`config.mk`:
```
export PLATFORM = sky130hd
export DESIGN_NAME = cs_dma
export DESIGN_NICKNAME = d
export VERILOG_FILES = /design/src/rtl/cs_dma_pkg.sv /design/src/rtl/cs_dma_regs.sv /design/src/rtl/cs_dma_datapath.sv /design/src/rtl/cs_dma_fsm.sv /design/src/rtl/cs_dma.sv
export SDC_FILE = /design/constraint.sdc
export NUM_CORES = 1
export LEC_CHECK = 0
export BUFFER_PORTS_ARGS = -buffer_cell sky130_fd_sc_hd__buf_4
export CORE_UTILIZATION = 25
export CTS_CLUSTER_SIZE = 10
export DETAILED_ROUTE_END_ITERATION = 6
export GPL_TIMING_DRIVEN = 1
export HOLD_SLACK_MARGIN = 0.02
export PLACE_DENSITY = 0.52
export SYNTH_ARGS = -nofsm -noshare
export SYNTH_HDL_FRONTEND = slang
export SYNTH_SLANG_ARGS = --single-unit
export TNS_END_PERCENT = 5
```
`constraint.sdc`:
```
create_clock -name clk -period 4.9 [get_ports clk]
set_input_delay 0.245 -clock clk [delete_from_list [all_inputs] [get_ports clk]]
set_output_delay 0.245 -clock clk [all_outputs]
set_load 0.005 [all_outputs]
```
`src/rtl/cs_dma_pkg.sv`:
```
package cs_dma_pkg;

    typedef enum logic [2:0] {
        ST_IDLE,
        ST_FETCH_REQ,
        ST_FETCH_BUS,
        ST_FETCH_REL,
        ST_STORE_REQ,
        ST_STORE_BUS,
        ST_STORE_REL
    } dma_state_t;

    localparam logic [1:0] REG_CTRL = 2'd0;
    localparam logic [1:0] REG_DEV  = 2'd1;
    localparam logic [1:0] REG_MEM  = 2'd2;
    localparam logic [1:0] REG_CNT  = 2'd3;

    localparam int CTRL_DIR_BIT  = 0;
    localparam int CTRL_GO_BIT   = 1;
    localparam int CTRL_CLR_BIT  = 2;
    localparam int STAT_BUSY_BIT = 1;
    localparam int STAT_DONE_BIT = 2;

    localparam logic DIR_DEV2MEM = 1'b0;
    localparam logic DIR_MEM2DEV = 1'b1;

endpackage

```
`src/rtl/cs_dma_regs.sv`:
```
module cs_dma_regs
    import cs_dma_pkg::*;
#(
    parameter int DATA_W = 16,
    parameter int ADDR_W = 16,
    parameter int CNT_W  = 16
) (
    input  logic              clk,
    input  logic              rst_n,
    input  logic              cfg_we,
    input  logic [1:0]        cfg_addr,
    input  logic [DATA_W-1:0] cfg_wdata,
    output logic [DATA_W-1:0] cfg_rdata,
    input  logic              busy,
    input  logic              done_set,
    input  logic              dir,
    input  logic [ADDR_W-1:0] dev_addr,
    input  logic [ADDR_W-1:0] mem_addr,
    input  logic [CNT_W-1:0]  count,
    output logic              ld_dir,
    output logic              ld_dev,
    output logic              ld_mem,
    output logic              ld_cnt,
    output logic              go,
    output logic              done
);

    logic wr_ctrl;
    logic clr;

    always_comb begin
        wr_ctrl = cfg_we && (cfg_addr == REG_CTRL);
        go      = wr_ctrl && cfg_wdata[CTRL_GO_BIT] && !busy;
        ld_dir  = go;
        clr     = wr_ctrl && cfg_wdata[CTRL_CLR_BIT];
        ld_dev  = cfg_we && (cfg_addr == REG_DEV) && !busy;
        ld_mem  = cfg_we && (cfg_addr == REG_MEM) && !busy;
        ld_cnt  = cfg_we && (cfg_addr == REG_CNT) && !busy;
    end

    // completion wins over a clear or a restart arriving in the same cycle
    always_ff @(posedge clk or negedge rst_n) begin
        if (!rst_n)          done <= 1'b0;
        else if (done_set)   done <= 1'b1;
        else if (clr || go)  done <= 1'b0;
    end

    always_comb begin
        cfg_rdata = '0;
        unique case (cfg_addr)
            REG_CTRL: begin
                cfg_rdata[CTRL_DIR_BIT]  = dir;
                cfg_rdata[STAT_BUSY_BIT] = busy;
                cfg_rdata[STAT_DONE_BIT] = done;
            end
            REG_DEV: cfg_rdata = DATA_W'(dev_addr);
            REG_MEM: cfg_rdata = DATA_W'(mem_addr);
            REG_CNT: cfg_rdata = DATA_W'(count);
            default: cfg_rdata = '0;
        endcase
    end

    p_set_wins_r11: assert property (@(posedge clk) disable iff (!rst_n)
        done_set |=> done)
        else $error("completion lost against clear");

endmodule

```
`src/rtl/cs_dma_datapath.sv`:
```
module cs_dma_datapath #(
    parameter int DATA_W = 16,
    parameter int ADDR_W = 16,
    parameter int CNT_W  = 16
) (
    input  logic              clk,
    input  logic              rst_n,
    input  logic [DATA_W-1:0] wdata,
    input  logic              ld_dir,
    input  logic              ld_dev,
    input  logic              ld_mem,
    input  logic              ld_cnt,
    input  logic              busy,
    input  logic              cap,
    input  logic              step,
    input  logic [DATA_W-1:0] m_rdata,
    output logic              dir,
    output logic [ADDR_W-1:0] dev_addr,
    output logic [ADDR_W-1:0] mem_addr,
    output logic [CNT_W-1:0]  count,
    output logic [DATA_W-1:0] hold,
    output logic              cnt_zero
);

    localparam logic [ADDR_W-1:0] ADDR_ONE = ADDR_W'(1);
    localparam logic [CNT_W-1:0]  CNT_ONE  = CNT_W'(1);

    always_ff @(posedge clk or negedge rst_n) begin
        if (!rst_n) begin
            dir      <= 1'b0;
            dev_addr <= '0;
        end else begin
            if (ld_dir) dir      <= wdata[0];
            if (ld_dev) dev_addr <= ADDR_W'(wdata);
        end
    end

    always_ff @(posedge clk or negedge rst_n) begin
        if (!rst_n)       mem_addr <= '0;
        else if (ld_mem)  mem_addr <= ADDR_W'(wdata);
        else if (step)    mem_addr <= mem_addr + ADDR_ONE;
    end

    always_ff @(posedge clk or negedge rst_n) begin
        if (!rst_n)       count <= '0;
        else if (ld_cnt)  count <= CNT_W'(wdata);
        else if (step)    count <= count - CNT_ONE;
    end

    always_ff @(posedge clk or negedge rst_n) begin
        if (!rst_n)    hold <= '0;
        else if (cap)  hold <= m_rdata;
    end

    assign cnt_zero = (count == '0);

    p_dev_frozen_r2: assert property (@(posedge clk) disable iff (!rst_n)
        busy |=> $stable(dev_addr))
        else $error("device address changed during transfer");

    p_addr_step_r8: assert property (@(posedge clk) disable iff (!rst_n)
        step |=> (mem_addr == $past(mem_addr) + ADDR_ONE) && (count == $past(count) - CNT_ONE))
        else $error("address/count step wrong");

    p_capture_r7: assert property (@(posedge clk) disable iff (!rst_n)
        cap |=> hold == $past(m_rdata))
        else $error("holding register missed fetched word");

endmodule

```
`src/rtl/cs_dma_fsm.sv`:
```
module cs_dma_fsm
    import cs_dma_pkg::*;
#(
    parameter int DATA_W = 16,
    parameter int ADDR_W = 16
) (
    input  logic              clk,
    input  logic              rst_n,
    input  logic              go,
    input  logic              cnt_zero,
    input  logic              dir,
    input  logic [ADDR_W-1:0] dev_addr,
    input  logic [ADDR_W-1:0] mem_addr,
    input  logic [DATA_W-1:0] hold,
    input  logic              bus_grant,
    input  logic              m_ack,
    output logic              busy,
    output logic              done_set,
    output logic              cap,
    output logic              step,
    output logic              bus_req,
    output logic              m_en,
    output logic              m_we,
    output logic              m_dev,
    output logic [ADDR_W-1:0] m_addr,
    output logic [DATA_W-1:0] m_wdata
);

    dma_state_t state, state_nx;

    always_ff @(posedge clk or negedge rst_n) begin
        if (!rst_n) state <= ST_IDLE;
        else        state <= state_nx;
    end

    always_comb begin
        state_nx = state;
        unique case (state)
            ST_IDLE:      if (go && !cnt_zero) state_nx = ST_FETCH_REQ;
            ST_FETCH_REQ: if (bus_grant)       state_nx = ST_FETCH_BUS;
            ST_FETCH_BUS: if (bus_grant && m_ack) state_nx = ST_FETCH_REL;
            ST_FETCH_REL: state_nx = ST_STORE_REQ;
            ST_STORE_REQ: if (bus_grant)       state_nx = ST_STORE_BUS;
            ST_STORE_BUS: if (bus_grant && m_ack) state_nx = ST_STORE_REL;
            ST_STORE_REL: state_nx = cnt_zero ? ST_IDLE : ST_FETCH_REQ;
            default:      state_nx = ST_IDLE;
        endcase
    end

    logic fetch_side_dev;
    logic on_bus;

    always_comb begin
        fetch_side_dev = (dir == DIR_DEV2MEM);
        busy     = (state != ST_IDLE);
        bus_req  = 1'b0;
        on_bus   = 1'b0;
        m_we     = 1'b0;
        m_dev    = 1'b0;
        m_addr   = '0;
        m_wdata  = '0;
        done_set = 1'b0;
        unique case (state)
            ST_IDLE: done_set = go && cnt_zero;
            ST_FETCH_REQ, ST_STORE_REQ: bus_req = 1'b1;
            ST_FETCH_BUS: begin
                bus_req = 1'b1;
                on_bus  = bus_grant;
                m_dev   = on_bus && fetch_side_dev;
                m_addr  = !on_bus ? '0 : (fetch_side_dev ? dev_addr : mem_addr);
            end
            ST_STORE_BUS: begin
                bus_req = 1'b1;
                on_bus  = bus_grant;
                m_we    = on_bus;
                m_dev   = on_bus && !fetch_side_dev;
                m_addr  = !on_bus ? '0 : (fetch_side_dev ? mem_addr : dev_addr);
                m_wdata = on_bus ? hold : '0;
            end
            ST_FETCH_REL: ;
            ST_STORE_REL: done_set = cnt_zero;
            default: ;
        endcase
        m_en = on_bus;
        cap  = (state == ST_FETCH_BUS) && on_bus && m_ack;
        step = (state == ST_STORE_BUS) && on_bus && m_ack;
    end

    p_req_first_r3: assert property (@(posedge clk) disable iff (!rst_n)
        $rose(m_en) |-> $past(bus_req))
        else $error("bus driven without prior request");

    p_release_r5: assert property (@(posedge clk) disable iff (!rst_n)
        (m_en && m_ack) |=> !bus_req)
        else $error("request held after transaction");

    p_one_word_r6: assert property (@(posedge clk) disable iff (!rst_n)
        (m_en && m_ack) |=> !m_en)
        else $error("second transaction in one tenure");

    p_zero_quiet_r10: assert property (@(posedge clk) disable iff (!rst_n)
        (!busy && go && cnt_zero) |=> !bus_req)
        else $error("zero-count start requested bus");

endmodule

```
`src/rtl/cs_dma.sv`:
```
module cs_dma
    import cs_dma_pkg::*;
#(
    parameter int DATA_W = 16,
    parameter int ADDR_W = 16,
    parameter int CNT_W  = 16
) (
    input  logic              clk,
    input  logic              rst_n,
    input  logic              cfg_we,
    input  logic [1:0]        cfg_addr,
    input  logic [DATA_W-1:0] cfg_wdata,
    output logic [DATA_W-1:0] cfg_rdata,
    output logic              bus_req,
    input  logic              bus_grant,
    output logic              m_en,
    output logic              m_we,
    output logic              m_dev,
    output logic [ADDR_W-1:0] m_addr,
    output logic [DATA_W-1:0] m_wdata,
    input  logic [DATA_W-1:0] m_rdata,
    input  logic              m_ack,
    output logic              irq
);

    logic              busy, done_set, done, go;
    logic              ld_dir, ld_dev, ld_mem, ld_cnt;
    logic              cap, step, cnt_zero, dir;
    logic [ADDR_W-1:0] dev_addr, mem_addr;
    logic [CNT_W-1:0]  count;
    logic [DATA_W-1:0] hold;

    cs_dma_regs #(.DATA_W(DATA_W), .ADDR_W(ADDR_W), .CNT_W(CNT_W)) u_regs (
        .clk(clk), .rst_n(rst_n),
        .cfg_we(cfg_we), .cfg_addr(cfg_addr), .cfg_wdata(cfg_wdata), .cfg_rdata(cfg_rdata),
        .busy(busy), .done_set(done_set), .dir(dir),
        .dev_addr(dev_addr), .mem_addr(mem_addr), .count(count),
        .ld_dir(ld_dir), .ld_dev(ld_dev), .ld_mem(ld_mem), .ld_cnt(ld_cnt),
        .go(go), .done(done)
    );

    cs_dma_datapath #(.DATA_W(DATA_W), .ADDR_W(ADDR_W), .CNT_W(CNT_W)) u_path (
        .clk(clk), .rst_n(rst_n), .wdata(cfg_wdata),
        .ld_dir(ld_dir), .ld_dev(ld_dev), .ld_mem(ld_mem), .ld_cnt(ld_cnt),
        .busy(busy), .cap(cap), .step(step), .m_rdata(m_rdata),
        .dir(dir), .dev_addr(dev_addr), .mem_addr(mem_addr), .count(count),
        .hold(hold), .cnt_zero(cnt_zero)
    );

    cs_dma_fsm #(.DATA_W(DATA_W), .ADDR_W(ADDR_W)) u_fsm (
        .clk(clk), .rst_n(rst_n), .go(go), .cnt_zero(cnt_zero), .dir(dir),
        .dev_addr(dev_addr), .mem_addr(mem_addr), .hold(hold),
        .bus_grant(bus_grant), .m_ack(m_ack),
        .busy(busy), .done_set(done_set), .cap(cap), .step(step),
        .bus_req(bus_req), .m_en(m_en), .m_we(m_we), .m_dev(m_dev),
        .m_addr(m_addr), .m_wdata(m_wdata)
    );

    assign irq = done;

    p_irq_reset_r1: assert property (@(posedge clk) disable iff (!rst_n)
        $rose(irq) |-> !busy)
        else $error("interrupt raised while still busy");

endmodule

```
==> results of run 1 <==
worst reg2reg max path, delay by kind of cell, from the launching register on:
family                 cells  cell delay (ns)
flip-flops                 1             0.62
AO/OA/AOI/OAI              2             0.47
buffers and inverters      2             1.19
AND/OR/NAND/NOR            2             0.77
layer usage:
layer	vias up	GRT usage (%)
met3	14	4.186
met2	170	24.15
met1	1986	22.48
met5	-	0
li1	1809	-
met4	0	4.104
stage by stage:
step / setup WS, ns / power (mW) / utilization [%] / instance area, um2
2_1_floorplan: 3.033 / 1.887 / - / 4339
5_1_grt: 1.259 / 3.273 / 32.53 / 5451
3_5_place_dp: 1.746 / 2.394 / 30.74 / 5151
3_3_place_gp: 1.912 / 2.364 / 30.74 / 5151
6_report: 1.519 / 3.058 / 32.53 / 5451
4_1_cts: 1.545 / 3.073 / 32.53 / 5451
cell type report:
type / count / area, um2
clock inverter: 7 / 75.07
clock buffer: 9 / 225.2
timing repair buffer: 94 / 705.7
fill: 1741 / 11310
sequential: 69 / 1727
multi-input combinational: 321 / 2417
inverter: 7 / 26.28
tap: 220 / 275.3
worst paths after layout:
kind / depth (start not counted) / endpoint / startpoint
setup / recovery: 6 / m_addr[7] / u_fsm.state[0]
hold / removal: 1 / u_path.hold[0] / rst_n
setup reg to reg: 6 / u_path.count[6] / u_fsm.state[0]
hold reg to reg: 1 / u_path.hold[12] / u_path.hold[12]
max in group asynchronous: 1 / u_path.dev_addr[10] / rst_n
min in group clk: 3 / u_path.mem_addr[8] / cfg_wdata[8]
cells in the final DEF (no fill, tap or decap), types with 4 or more instances in the layout:
cell / count
o311ai_0: 5
or4_1: 4
mux2_2: 48
nand3_1: 20
and2_1: 20
a22oi_1: 22
xor2_1: 5
a22o_1: 14
a21oi_1: 18
nand2_1: 36
inv_1: 7
o21ai_0: 11
or3_1: 5
a221oi_1: 15
dfrtp_1: 69
a221o_1: 7
buf_4: 94
nand4_1: 6
clkbuf_16: 9
nor4_1: 7
o211ai_1: 12
nor2_1: 13
cells by family after synthesis:
family,count (synthesis),synth area share [%]
AO/OA/AOI/OAI,120,20.76
XOR/XNOR,7,1.413
adder cells (fa/ha/maj),3,0.8651
buffers and inverters,49,4.844
flip-flops,69,39.79
multiplexers,52,14.24
AND/OR/NAND/NOR,139,18.08
sequential cells by signal, indices dropped and copies added (netlist names):
signal and cells:
u_path.dev_addr 16, u_path.mem_addr 16, u_path.dir 1, u_path.hold 16
u_path.count 16, u_fsm.state 3, u_regs.done 1
power groups by stage:
| stage | combinational, mW | sequential, mW | clock (mW) |
|---|---|---|---|
| finish | 1.12 | 1.27 | 0.664 |
| global route | 1.23 | 1.33 | 0.708 |
| floorplan | 0.859 | 1.03 | 0 |
| global placement | 1.11 | 1.26 | 0 |
| CTS | 1.13 | 1.26 | 0.682 |
| detailed placement | 1.12 | 1.27 | 0 |
==> flow_summary_export.csv, run 1 <==
group,metric,value,unit
final_layout,instances_no_fill,727,
yosys,yosysWarnings,0,
global_route,grt_max_degree,70,
floorplanning,die_area,0.01789,mm2
routing,viasPerCell,5.473,
setup_path,crit_chain,"nand4b_1 -> inv_1 -> buf_4 -> a221oi_1 -> a21oi_1 -> buf_4",
power_and_ir_drop,seqPwrFrac,41.7,%
yosys,yosysMostFrequentCell,"dfrtp_1",
cts,cts_root_buf,"clkbuf_16",
yosys,synth-main-ff-cell,"dfrtp_1",
cts,htreeDepth,3,
setup_path,cp-end-kind,"primary output",
final_layout,syn2layout_area_growth,25.63,%
cts,postCtsSetupBuffers,0,
final_layout,antenna_cells,0,
setup_path,max_stage_delay,0.75,ns
place,routabilityCongestion,0.8233,
setup_path,critPathArrivalTime,3.14,ns
routing,drc,0,
sta,skew,0.007335,ns
floorplanning,die_y,133.7,um
setup_path,path_buf_inv,3,
global_route,overflow,0,
yosys,netlist_instances,439,
power_and_ir_drop,leakage,2.228,nW
cts,clk_latency,0.34,ns
setup_path,r2r_slack,1.72,ns
cts,cts-hold-fix-buffers,0,
power_and_ir_drop,irDropWorstVdd,0.2137,mV
setup_path,crit_family,"buffers and inverters",
sta,tns,0,ns
place,dp_hpwl,9757,um
yosys,synthTopCellsByArea,"dfrtp_1 40%, mux2_2 12%, a22oi_1 3.8%",
routing,wl_met3,933,um
yosys,synth.avg_cell_area,9.884,um2
setup_path,crit_slowest_cell,"inv_1",
yosys,yosysTopAreaCellShare,39.79,%
setup_path,start_kind,"flop",
cts,clock_path_buffers,2,
yosys,synth-edff-count,0,
routing,dr.first_iter.drc_count,301,
setup_path,critPathKind,"reg -> out",
setup_path,crit_top_cell,"buf_4",
yosys,synth_cell_type_count,59,
sta,tightest_slew,1.128,ns
sta,min_period_over_period,69.00,%
floorplanning,die-width,133.7,um
cts,numCtsBuffers,9,
floorplanning,core_area,0.01676,mm2
routing,drt-total-wl,13880,um
power_and_ir_drop,swShare,38.40,%
sta,rsz0062_at_grt,"no",
place,place_inst,711,
status,status,"complete, no violations",
power_and_ir_drop,power.switching,1.174,mW
yosys,synth_nets,481,
cts,cts_resized,0,
yosys,synth_area,0.004339,mm2
setup_path,crit_path_max_fanout,32,
final_layout,nNetsFinal,544,
routing,wl_per_cell,19.09,um
floorplanning,rows,47,
yosys,async_reset_ff_share,100.0,%
global_route,grt_pass1_vias,3810,
yosys,seq_area_frac_synth,39.79,%
power_and_ir_drop,power_density,560.9,mW/mm2
power_and_ir_drop,internal_power,1.884,mW
sta,slew_viol_final,0,
power_and_ir_drop,p_comb_share,36.6,%
routing,wl_met1,6483,um
power_and_ir_drop,clock_power_share,21.7,%
final_layout,drive_above_1_share,34.32,%
routing,dr.pass1.iters,5,
yosys,synth_area_leader_cell,"dfrtp_1",
routing,ant_nets,0,
cts,clk_pin_slew,0.06,ns
floorplanning,io_pins,92,
hold_path,hp-class,"in -> async",
setup_path,worstPathRequired,4.66,ns
sta,fmax,295.8,MHz
flow_run,drv_cap,0,
sta,hold_viol_final,0,
sta,min_period,3.381,ns
routing,highest_layer,"met4",
yosys,yosys-top-cells-count,"69 x dfrtp_1, 48 x mux2_2, 36 x nand2_1",
cts,cts.sinks,69,
sta,whs,0.04360,ns
routing,vias,3979,
place,port_buffers,91,
sta,maxSlewHeadroom,24.81,%
sta,setup-violations-final,0,
yosys,ys_ff_latch,69,
cts,cts_tree,"done",
routing,wl_met2,6279,um
global_route,grt_antenna_before_repair,0,
global_route,grt_pass1_wl,22080,um
floorplanning,start_util,25.89,%
global_route,grt_usage,16.00,%
Note: power is estimated with default switching activity, not from simulation.
==> run 2, diff against run 1 <==
PLACE_DENSITY = 0.53   (was 0.52)
clock period = 2.94 ns   (was 4.9 ns; I/O delays follow)
==> flow_summary_export.csv, run 2 (synthesis gave the netlist of run 1 again) <==
group,metric,value,unit
cts,cts_root_buf,"clkbuf_16",
status,status,"complete, no violations",
place,place_inst,719,
place,port_buffers,91,
global_route,grt_pass1_wl,22500,um
routing,viasPerCell,5.426,
sta,maxSlewHeadroom,37.82,%
hold_path,hp-class,"in -> reg",
sta,fin_ws,0.4303,ns
power_and_ir_drop,irDropWorstVdd,0.4105,mV
setup_path,critPathKind,"reg -> out",
floorplanning,die_y,133.7,um
final_layout,drive_above_1_share,34.93,%
cts,cts_tree,"done",
sta,fmax,398.5,MHz
setup_path,path_buf_inv,4,
final_layout,syn2layout_area_growth,28.60,%
routing,ant_nets,0,
sta,min_period_over_period,85.36,%
setup_path,crit_slowest_cell,"dfrtp_1",
setup_path,cp-end-kind,"primary output",
routing,dr.first_iter.drc_count,232,
sta,slew_viol_final,0,
setup_path,max_stage_delay,0.65,ns
global_route,grt_max_degree,70,
flow_run,drv_cap,0,
setup_path,critPathArrivalTime,2.36,ns
global_route,overflow,0,
routing,wl_per_cell,19.21,um
sta,tightest_slew,0.9327,ns
floorplanning,core_area,0.01676,mm2
final_layout,final_cell_mix,"102 x buf_4, 69 x dfrtp_1, 48 x mux2_2",
sta,hold_viol_final,0,
sta,rsz0062_at_grt,"no",
sta,setup-violations-final,0,
final_layout,final_common_cell,"buf_4",
sta,tns,0,ns
power_and_ir_drop,leakage,2.295,nW
place,dp_hpwl,10060,um
floorplanning,start_util,25.89,%
place,dpl_cell_area,0.005211,mm2
cts,clk_latency,0.34,ns
floorplanning,rows,47,
final_layout,regArea,0.001727,mm2
sta,whs,0.03423,ns
floorplanning,io_pins,92,
power_and_ir_drop,power_density,925.1,mW/mm2
cts,clock_path_buffers,2,
setup_path,r2r_slack,0.61,ns
final_layout,instances_no_fill,741,
routing,drc,0,
routing,dr.pass1.iters,5,
setup_path,crit_chain,"nand4b_1 -> buf_4 -> inv_1 -> buf_4 -> a221oi_1 -> a21oi_1 -> buf_4",
floorplanning,die-width,133.7,um
sta,skew,0.007118,ns
final_layout,multi_input_comb_area,0.002417,mm2
place,routabilityCongestion,0.8395,
final_layout,nNetsFinal,558,
cts,cts.sinks,69,
final_layout,fillerInstances,1693,
setup_path,worstPathRequired,2.79,ns
place,place_ws,0.6541,ns
global_route,grt_antenna_before_repair,0,
setup_path,crit_top_cell,"buf_4",
routing,drt-total-wl,14240,um
final_layout,design_area,0.005580,mm2
power_and_ir_drop,power.total,5.162,mW
setup_path,crit_family,"buffers and inverters",
sta,min_period,2.510,ns
global_route,grt_pass1_vias,3948,
floorplanning,die_area,0.01789,mm2
setup_path,crit_path_max_fanout,33,
final_layout,postLayoutCoreUtil,33.30,%
routing,vias,4021,
cts,clk_pin_slew,0.06,ns
setup_path,start_kind,"flop",
final_layout,antenna_cells,0,
cts,numCtsBuffers,9,
global_route,grt_usage,16.30,%
cts,htreeDepth,3,
==> run 2: cell types whose count changed in the layout (fill, tap and decap cells not counted), sizes merged <==
cell / before / now
dlygate4sd3: 0 / 6
clkbuf: 9 / 10
buf: 94 / 102
clkinv: 2 / 0
inv: 8 / 9
==> run 2: cell type report <==
type,count,share of cell area (%)
clock buffer,10,4.283
clock inverter,6,1.256
inverter,7,0.4709
multi-input combinational,321,43.32
sequential,69,30.94
tap,220,4.933
timing repair buffer,108,14.80
==> run 2: tightest hold or removal path, stage by stage <==
cell     delay [ns]
buf_4          0.10
nand2_1        0.05
nand2_1        0.04
==> run 2: worst paths after layout <==
kind | from | end | depth (start not counted)
worst max register to register | u_fsm.state[0] | u_path.count[14] | 7
worst min-delay path | cfg_wdata[8] | u_path.mem_addr[8] | 3
worst min register to register | u_path.hold[6] | u_path.hold[6] | 1
max in group asynchronous | rst_n | u_path.count[12] | 2
min in group asynchronous | rst_n | u_path.hold[6] | 2
worst max-delay path | u_fsm.state[0] | m_addr[4] | 7
==> run 2: layer usage <==
metal	up-vias	share of wire, %	track usage (%)	wire [um]
met4	0	1.6	3.914	228
met2	184	45	25.27	6467
met5	-	0	0	0
met1	1987	46	22.38	6579
met3	17	6.7	4.376	959
li1	1833	-	-	-
==> run 2: where the power goes <==
group | total, mW | internal (mW) | switching, mW
registers | 2.09 | 1.40 | 0.686
logic | 1.94 | 1.10 | 0.838
clock network | 1.14 | 0.686 | 0.449
total | 5.16 | 3.19 | 1.97
==> run 2: repair_timing <==
action	CTS	global route
hold buffers	5	1
endpoints found under the hold margin	73	1
resized for setup	0	0
setup buffers	0	0
